File: config.mk
export PLATFORM = sky130hd
export DESIGN_NAME = asram_ctl
export DESIGN_NICKNAME = d
export VERILOG_FILES = /design/src/rtl/asram_ctl.sv
export SDC_FILE = /design/constraint.sdc
export NUM_CORES = 1
export LEC_CHECK = 0
export ABC_CLOCK_PERIOD_IN_PS = 1990
export CAP_MARGIN = 10
export CORE_MARGIN = 8
export CORE_UTILIZATION = 40
export DETAILED_ROUTE_END_ITERATION = 8
export DONT_BUFFER_PORTS = 1
export HOLD_SLACK_MARGIN = 0.15
export MAX_ROUTING_LAYER = met4
export SETUP_SLACK_MARGIN = 0.05
export SYNTH_ARGS = -nofsm -noshare
export SYNTH_HDL_FRONTEND = slang
export SYNTH_SLANG_ARGS = --single-unit
export TNS_END_PERCENT = 100
File: constraint.sdc
create_clock -name clk -period 1.99 [get_ports clk]
set_clock_uncertainty 0.1 [all_clocks]
set_input_delay 0.199 -clock clk [delete_from_list [all_inputs] [get_ports clk]]
set_output_delay 0.199 -clock clk [all_outputs]
set_load 0.01 [all_outputs]
File: src/rtl/asram_ctl.sv
module asram_ctl #(
  parameter int AW     = 17,
  parameter int DW     = 8,
  parameter int CLK_NS = 5,
  parameter int T_RC   = 70,
  parameter int T_ACC  = 70,
  parameter int T_OE   = 40,
  parameter int T_WC   = 70,
  parameter int T_WP   = 55,
  parameter int T_AW   = 60,
  parameter int T_DW   = 30,
  parameter int T_FLT  = 30
) (
  input  logic          clk,
  input  logic          rst_n,
  input  logic          req,
  input  logic          wr,
  input  logic [AW-1:0] addr,
  input  logic [DW-1:0] wdata,
  output logic          ready,
  output logic [DW-1:0] rdata,
  output logic [AW-1:0] mem_addr,
  output logic          mem_cs_n,
  output logic          mem_cs,
  output logic          mem_oe_n,
  output logic          mem_we_n,
  output logic [DW-1:0] mem_dout,
  output logic          mem_dout_en,
  input  logic [DW-1:0] mem_din
);

  function automatic int mx(input int a, input int b);
    return (a > b) ? a : b;
  endfunction

  function automatic int cdiv(input int ns);
    int c;
    c = (ns + CLK_NS - 1) / CLK_NS;
    return (c < 1) ? 1 : c;
  endfunction

  localparam int RD_N = cdiv(mx(mx(T_RC, T_ACC), T_OE));
  localparam int WP_N = cdiv(mx(mx(T_WP, T_AW), T_DW));
  localparam int WC_N = mx(cdiv(T_WC), WP_N + 1);
  localparam int TA_N = cdiv(T_FLT);
  localparam int CW   = $clog2(mx(mx(RD_N, WC_N), TA_N) + 1);

  typedef enum logic [1:0] {S_IDLE, S_RD, S_WR, S_TA} st_t;

  st_t           st;
  logic [CW-1:0] cnt;
  logic [AW-1:0] a_q;
  logic [DW-1:0] d_q;

  wire sel = (st == S_RD) || (st == S_WR);

  assign mem_addr    = a_q;
  assign mem_dout    = d_q;
  assign mem_cs_n    = ~sel;
  assign mem_cs      = sel;
  assign mem_oe_n    = (st != S_RD);
  assign mem_we_n    = ~((st == S_WR) && (cnt < CW'(WP_N)));
  assign mem_dout_en = (st == S_WR);

  always_ff @(posedge clk) begin
    if (!rst_n) begin
      st    <= S_IDLE;
      cnt   <= '0;
      a_q   <= '0;
      d_q   <= '0;
      rdata <= '0;
      ready <= 1'b0;
    end else begin
      ready <= 1'b0;
      case (st)
        S_IDLE: if (req && !ready) begin
          a_q <= addr;
          d_q <= wdata;
          cnt <= '0;
          st  <= wr ? S_WR : S_RD;
        end
        S_RD: if (cnt == CW'(RD_N - 1)) begin
          rdata <= mem_din;
          ready <= 1'b1;
          cnt   <= '0;
          st    <= S_TA;
        end else cnt <= cnt + 1'b1;
        S_WR: if (cnt == CW'(WC_N - 1)) begin
          ready <= 1'b1;
          cnt   <= '0;
          st    <= S_IDLE;
        end else cnt <= cnt + 1'b1;
        S_TA: if (cnt == CW'(TA_N - 1)) begin
          cnt <= '0;
          st  <= S_IDLE;
        end else cnt <= cnt + 1'b1;
        default: st <= S_IDLE;
      endcase
    end
  end

  a_r1_standby: assert property (@(posedge clk) disable iff (!rst_n)
    mem_cs_n |-> (!mem_cs && mem_oe_n && mem_we_n && !mem_dout_en));

  a_r2_we_inside_select: assert property (@(posedge clk) disable iff (!rst_n)
    !mem_we_n |-> (!mem_cs_n && mem_cs && mem_dout_en));

  a_r6_pins_stable: assert property (@(posedge clk) disable iff (!rst_n)
    (!mem_cs_n && $past(!mem_cs_n)) |-> ($stable(mem_addr) && $stable(mem_dout)));

  a_r4_ready_pulse: assert property (@(posedge clk) disable iff (!rst_n)
    ready |=> !ready);

  a_r5_no_drive_after_read: assert property (@(posedge clk) disable iff (!rst_n)
    !mem_oe_n |=> !mem_dout_en);

  a_r7_oe_we_apart: assert property (@(posedge clk) disable iff (!rst_n)
    !(!mem_oe_n && !mem_we_n));

  a_r7_drive_oe_high: assert property (@(posedge clk) disable iff (!rst_n)
    mem_dout_en |-> mem_oe_n);

endmodule

==> results.cfg, run 1 <==
[run_status]
status = finished clean

[yosys]
netlist_top_cells_area = dfxtp_1, nand2_1, a21oi_1
synth_xor_area_share_pct = 0
synth_fp_nets = 252
synth_top_family_by_area = simple AND/OR/NAND/NOR gates
synth-warning-count = 0
synth_mux_area_share_pct = 1.89
synth_area_leader_cell = dfxtp_1
synth_area_per_cell_um2 = 7.96
synthAdderAreaFrac_pct = 5.29
ys_seq_area_share_pct = 48.3
synth.top_cell.area_share_pct = 48.3
synthSimpleGateAreaFrac_pct = 22.9
synthCells = 208
synth_cell_types = 25
synth_compound_area_share_pct = 15.9
ys_ff_latch = 40
synth_area_mm2 = 0.00166

[final_layout]
fillers = 385
drive_gt1_share_pct = 6.17
area_delta_synth_final_pct = 29.7
nNetsFinal = 286
multi_input_area_um2 = 762
design_area_mm2 = 0.00215
register_area_um2 = 802
finish.utilization_pct = 53.7
diodes = 0

[detailed_routing]
ant_nets = 0
drc_errors = 0
drt_first_iter_violations = 46
wl_per_cell_um = 14.8
drt-total-wl_um = 4350
drt-pass1-iter-count = 4
viasPerCell = 4.91
vias = 1438

[timing]
tns_ns = 0
max_freq_mhz = 553
timing.final.ws_setup_ns = 0.181
rsz0062_at_grt = no
slew_viol_final = 0
relSlewSlack_pct = 67.7
hold_viol_final = 0
worstMarginPinSlew_ns = 0.485
fin_crit_ns = 1.81
setup_viol = 0
whs_ns = 0.174
fin_crit_sh_pct = 90.9

[floorplanning]
start_util_pct = 41.4
core_mm2 = 0.00400
io_pins = 76
die_area_mm2 = 0.00646
rows = 23
die-height_um = 80.4
die_w_um = 80.4

[run]
cap_violations = 0

[pwr]
p_per_area_mw_per_mm2 = 1060
vdd_drop_max_uv = 576
leakagePower_nw = 0.800

[grt]
grt_usage_pct = 13.8
grt_max_degree = 26
antenna_found_initial = 0
grt_overflow = 0
grt_first_pass_wirelength_um = 6920
grt_pass1_vias = 1399

[clock_tree]
clock-sinks = 40
clk_latency_ns = 0.28
htree_num_levels = 2
path_clk_slew_ns = 0.07
cts_made_buffers = 5
cts_tree = yes
clock_path_buffers = 2
postCtsSetupRepairBufs = 0
cts-root-buf = clkbuf_8

[placement]
io_buffers = 0
dpl_cell_area_mm2 = 0.00169
dpl.hpwl_um = 3030
place_ws_ns = 0.157
gp_congestion = 0.860

[min_path]
hold_class = input port to flop

[setup_path]
crit_required_ns = 2.10
crit_path_end_kind = flop
start_kind = flop
path_class = flop to flop
crit_fanout = 6
arrival_ns = 1.92
-- cell usage in the layout, fill, tap and decap left out, types with 2 or more instances in the layout --
cell           instances
nand2_1               72
mux2i_1                2
dlygate4sd3_1         36
dfxtp_1               39
clkbuf_8               6
nand3b_1               3
buf_4                  4
ha_1                   7
inv_1                 10
o2111ai_1              3
o211ai_1               3
a31oi_1                2
a21oi_1               35
nand3_1                6
-- final cells by class --
type / instances / share of cell area [%]
clock inverter: 1 / 0.349
inverter: 10 / 1.75
sequential: 40 / 37.3
tap: 50 / 2.91
multi-input combinational: 145 / 35.5
clock buffer: 7 / 4.02
timing repair buffer: 40 / 18.2
-- cell families after synthesis --
family	count (synthesis)
multiplexers	3
AND/OR/NAND/NOR	89
buffers and inverters	23
flip-flops	40
adder cells (fa/ha/maj)	7
AO/OA/AOI/OAI	46
-- registers in the layout, summed over array words and instances (netlist names) --
name and cells:
cnt 4, mem_addr 17, mem_dout 8, rdata 8
ready 1, st 2
-- metrics by stage --
step	instances	power, mW
floorplan	208	1.55
global placement	249	1.69
detailed placement	249	1.71
CTS	293	2.32
global route	293	2.45
finish	293	2.28
-- metal layers --
metal	up-vias	wire length (um)	track usage, %
met5	-	0	-
met4	0	38	4.36
met3	4	409	5.92
met2	43	2140	21.9
met1	637	1760	15.3
li1	754	-	-
-- synth_stat cells --
cell,count
a31oi_1,2
o211ai_1,3
nand2b_1,1
nand3_1,6
or2b_1,1
mux2i_1,2
clkbuf_1,7
a21o_1,1
a222oi_1,1
or2_0,1
and4_2,1
buf_2,6
nand4_1,1
nor3_1,1
and3_1,1
nand2_1,72
o2111ai_1,3
and3b_1,1
a21oi_1,35
ha_1,7
nand3b_1,3
inv_1,10
o21ba_2,1
mux2_2,1
dfxtp_1,40
-- where the power goes --
part	switching (mW)	internal [mW]	leakage [nW]
combinational	0.427	0.273	0.429
clock	0.263	0.281	0.0445
sequential	0.123	0.912	0.327
total	0.813	1.47	0.800
-- path summary, 6_finish.rpt --
| path | startpoint | slack (ns) | cells after the start | end |
|---|---|---|---|---|
| worst max-delay path | st[1] | 0.18 | 5 | st[0] |
| worst max register to register | st[1] | 0.18 | 5 | st[0] |
| worst min register to register | st[0] | 0.39 | 2 | st[0] |
| worst min-delay path | req | 0.17 | 3 | cnt[0] |
-- what timing repair did --
item	4_1_cts	5_1_grt
endpoints found under the setup margin	0	2
hold buffers	36	0
endpoints found under the hold margin	35	0
resized for setup	0	1
-- worst max-delay path, cell delays in order (launching register included) --
cell and delay (ns):
dfxtp_1 0.38, inv_1 0.09, ha_1 0.24, or2_0 0.24, a222oi_1 0.45, mux2i_1 0.24
Power figures use the tool's default switching activity.
==> run 2: changes to the inputs <==
Settings changed: ABC_CLOCK_PERIOD_IN_PS 1990 to 1700, PLACE_DENSITY from default to 0.57.
Clock period 1.99 ns to 1.7 ns, I/O delays scaled along.
==> run 2 against run 1 <==
- cell count increased by 2.7%
- sequential power rose by 19%
- core utilization up 3.1 points
- largest cell class unchanged
- largest power group unchanged
==> results.cfg, run 2 (synthesis gave the netlist of run 1 again) <==
[pwr]
p_per_area_mw_per_mm2 = 1280
leakagePower_nw = 0.850
vdd_drop_max_uv = 662

[final_layout]
largest_register_ffs = 17
layout_commonest_cell = nand2_1
fillers = 356
final_cells = 301
nNetsFinal = 294
diodes = 0
final_cell_mix = nand2_1, dfxtp_1, dlygate4sd3_1
area_delta_synth_final_pct = 37.2
drive_gt1_share_pct = 12.0

[placement]
io_buffers = 0
place_inst = 254
dpl.hpwl_um = 3130
gp_congestion = 0.806

[detailed_routing]
ant_nets = 0
drt-total-wl_um = 4680
drt_first_iter_violations = 51
drt-pass1-iter-count = 4
viasPerCell = 5.25
vias = 1579
drc_errors = 0
wl_per_cell_um = 15.6

[run_status]
status = finished clean

[clock_tree]
clock_path_buffers = 2
htree_num_levels = 2
cts_made_buffers = 5
clk_latency_ns = 0.28
clock-sinks = 40
cts-root-buf = clkbuf_8
path_clk_slew_ns = 0.08
cts_tree = yes

[floorplanning]
die_area_mm2 = 0.00646
core_mm2 = 0.00400
die_w_um = 80.4
start_util_pct = 41.4
die-height_um = 80.4
rows = 23
io_pins = 76

[setup_path]
crit_path_end_kind = flop
crit_chain = inv_4 > ha_4 > or2_0 > a222oi_1 > buf_4 > mux2i_1
crit_required_ns = 1.81
crit_fanout = 3
path_class = flop to flop
cp_slowest_stage_delay_ns = 0.39
start_kind = flop
arrival_ns = 1.73
cpMaxStageDelayCell = dfxtp_4

[timing]
rsz0062_at_grt = yes
worstMarginPinSlew_ns = 0.375
hold_viol_final = 0
max_freq_mhz = 618
slew_viol_final = 0
fin_crit_sh_pct = 95.2
tns_ns = 0
fin_crit_ns = 1.62
setup_viol = 0
relSlewSlack_pct = 74.9

[grt]
antenna_found_initial = 0
grt_overflow = 0
grt_pass1_vias = 1465
grt_usage_pct = 14.3
grt_max_degree = 26
grt_first_pass_wirelength_um = 7150

[run]
cap_violations = 0

[min_path]
hold_class = input port to flop
[run 2: cell count changes in the layout (fill, tap and decap cells not counted), sizes merged]
cell  before  now
buf        4   12
[run 2: repair_timing]
item	in CTS	in global routing
setup buffers	3	0
resized for setup	2	11
cloned	0	0
hold buffers	36	0
hold endpoints to repair	37	0
pin swaps	1	3
setup endpoints to repair	4	36
[run 2: worst paths after layout]
check | startpoint | to | slack [ns] | cells after the start
max reg2reg | st[0] | st[1] | 0.08 | 6
max | st[0] | st[1] | 0.08 | 6
min reg2reg | rdata[3] | rdata[3] | 0.40 | 2
min | req | mem_addr[3] | 0.24 | 4
[run 2: through the flow]
step                      total power [mW]  setup WS, ns  util, %  cell area (um^2)  hold WS, ns
after floorplan                       1.82        0.0691        -              1660        0.206
after global placement                2.03        0.0581     43.7              1750        0.208
after detailed placement              2.09       -0.0596     43.7              1750        0.213
after CTS                             2.86        0.0518     55.7              2230        0.226
after global routing                  3.10        0.0151     56.8              2270        0.249
final                                 2.92        0.0823     56.8              2270        0.239
[run 2: power by group]
part           internal (mW)  switching (mW)
sequential              1.08           0.162
combinational          0.469           0.564
clock                  0.330           0.316
[run 2: final cells by class]
type / instances / area (um^2) / share of cell area (%)
timing repair buffer: 48 / 463 / 20.4
tap: 50 / 62.6 / 2.75
clock inverter: 1 / 7.51 / 0.330
multi-input combinational: 145 / 802 / 35.3
clock buffer: 7 / 86.3 / 3.80
sequential: 40 / 808 / 35.6
inverter: 10 / 42.5 / 1.87
[run 2: routing by layer]
layer  GRT usage [%]  routed length (um)  vias to the layer above
li1                -                   -                      775
met1            14.7                1780                      736
met2            23.4                2350                       60
met3            6.58                 477                        8
met4            5.27                  70                        0
met5               -                   0                        -
[run 2: critical path, delay by kind of cell (launching register included)]
family,cells,cell delay [ns]
buf+inv,2,0.23
flops,1,0.39
simple gates,1,0.21
mux,1,0.18
fa+ha+maj,1,0.15
compound gates,1,0.28
==> run 3: changes to the inputs <==
Settings changed: ABC_AREA from default to 1, CORE_UTILIZATION 40 to 61, PLACE_DENSITY 0.57 to 0.8.
==> run 3 against run 2 <==
- count of clock-buffer cells in the layout fell by 1
- worst hold slack lost 0.045 ns
- clock power grew 3%
- register-to-register slack better by 0.09 ns
- flip-flop and latch count is the same
- die area shrank 26%
- wire length increased by 0.51%
- synthesized area rose by 3.2%
- sequential power increased by 9%
- non-clock buffer count down 9
- critical path depth down 2
- largest cell class unchanged
==> results.cfg, run 3 <==
[pwr]
p_per_area_mw_per_mm2 = 1330
vdd_drop_max_uv = 1080
p_total_mw = 2.91
leakagePower_nw = 0.909

[yosys]
netlist_top_cells_area = dfxtp_1, a21oi_1, inv_1
yosysMostFrequentCell = dfxtp_1
ys_ff_latch = 40
synth_area_per_cell_um2 = 7.91
synthCells = 216
netlist_top_cells_count = dfxtp_1, inv_1, a21oi_1
synth.top_cell.area_share_pct = 46.9
postSynth.asyncResetShare_pct = 0
synth_area_leader_cell = dfxtp_1
synth_fp_nets = 260
synth_area_mm2 = 0.00171
synth_ff_type = dfxtp_1
synth-warning-count = 0
synth_edf_count = 0
ys_seq_area_share_pct = 46.9
synth_cell_types = 22

[setup_path]
cpMaxStageDelayCell = dfxtp_1
arrival_ns = 1.34
path_class = flop to output pin
cp_top_family = buffers and inverters
crit_fanout = 9
crit_path_end_kind = output pin
cp_num_buf_inv = 3
crit_chain = inv_1 > ha_1 > inv_2 > buf_6
crit_required_ns = 1.43
start_kind = flop
cp_slowest_stage_delay_ns = 0.38

[timing]
slew_viol_final = 0
setup_viol = 0
max_freq_mhz = 622
timing.final.ws_setup_ns = 0.0927
worstMarginPinSlew_ns = 1.04
rsz0062_at_grt = yes
relSlewSlack_pct = 30.7
fin_crit_sh_pct = 94.5
fin_crit_ns = 1.61
hold_viol_final = 0
tns_ns = 0

[detailed_routing]
vias = 1503
wl_per_cell_um = 16.7
drt-total-wl_um = 4710
drc_errors = 0
drt_first_iter_violations = 119
drt-pass1-iter-count = 4
viasPerCell = 5.33
ant_nets = 0

[floorplanning]
rows = 19
start_util_pct = 63.1
core_mm2 = 0.00271
die_w_um = 68.9
die_area_mm2 = 0.00475
die-height_um = 68.9
io_pins = 76

[final_layout]
diodes = 0
layout_commonest_cell = dfxtp_1
final_cell_mix = dfxtp_1, inv_1, dlygate4sd3_1
drive_gt1_share_pct = 8.37
design_area_mm2 = 0.00218
largest_register_ffs = 17
nNetsFinal = 294
area_delta_synth_final_pct = 27.5

[grt]
grt_overflow = 0
grt_first_pass_wirelength_um = 7150
antenna_found_initial = 0
grt_pass1_vias = 1584
grt_max_degree = 51
grt_usage_pct = 20.1

[clock_tree]
clock_path_buffers = 2
cts_made_buffers = 5
clock-sinks = 40
postCtsSetupRepairBufs = 0
clk_latency_ns = 0.33
path_clk_slew_ns = 0.13
htree_num_levels = 2
cts-root-buf = clkbuf_4
cts_tree = yes

[placement]
place_ws_ns = 0.204
dpl_cell_area_mm2 = 0.00170
io_buffers = 0
dpl.hpwl_um = 2890
gp_congestion = 0.800

[min_path]
hold_class = input port to flop

[run_status]
status = finished clean

[run]
cap_violations = 0
-- run 3: changes by cell type in the layout (fill, tap and decap cells not counted), moves of 8 or more --
cell,change
nand2_1,-52
inv_1,+29
nor3_1,+8
o21ai_0,+28
buf_4,-11
nor2_1,+11
-- run 3: report_power, final --
group          internal [mW]  switching (mW)  total (mW)
clock                  0.353           0.312       0.664
sequential              1.13           0.221        1.35
combinational          0.354           0.537       0.891
-- run 3: logic make-up (layout without fill, tap and decap cells) --
family | count (synthesis) | in the layout | share of synthesized area [%]
xor gates and xnor gates | 1 | 1 | 0.513
buffers and inverters | 50 | 85 | 12.8
adders and majority gates | 7 | 7 | 5.12
and+or+nand+nor | 54 | 54 | 16.0
AOI/OAI and AO/OA | 64 | 64 | 18.7
DFF | 40 | 40 | 46.9
-- run 3: final cells by class --
class | instances | area, um^2
inverters | 38 | 143
fillers | 165 | 531
clock inverters | 2 | 38.8
well taps | 31 | 38.8
multi-input cells | 126 | 702
flip-flops and latches | 40 | 802
clock buffers | 6 | 51.3
repair buffers | 39 | 404
-- run 3: layer usage --
metal / share of wire (%) / GRT usage, %
met5: 0 / -
met3: 9.8 / 6.79
met4: 1.0 / 6.02
met1: 36 / 20.4
met2: 53 / 35.6
-- run 3: tightest hold or removal path, cell delays in order --
cell	delay (ns)
nand3_1	0.12
buf_12	0.22
a21oi_1	0.09
-- run 3: stage by stage --
stage	hold slack (ns)	util [%]	instances
after floorplan	0.211	-	216
after global placement	0.212	62.7	237
after detailed placement	0.216	62.7	237
after CTS	0.195	79.9	282
after global routing	0.213	80.4	282
final	0.194	80.4	282
-- run 3: what timing repair did --
item                       in CTS  in global routing
gates resized for setup         2                  4
gates cloned                    0                  0
setup endpoints to repair       2                 37
hold buffers                   37                  0
hold endpoints to repair       40                  0
-- run 3: final timing paths --
path | from | to | slack [ns] | depth (start not counted)
worst max register to register | st[0] | mem_addr[3] | 0.17 | 6
worst min register to register | mem_addr[12] | mem_addr[12] | 0.40 | 2
worst min-delay path | req | mem_dout[2] | 0.19 | 3
worst max-delay path | st[1] | mem_oe_n | 0.09 | 4
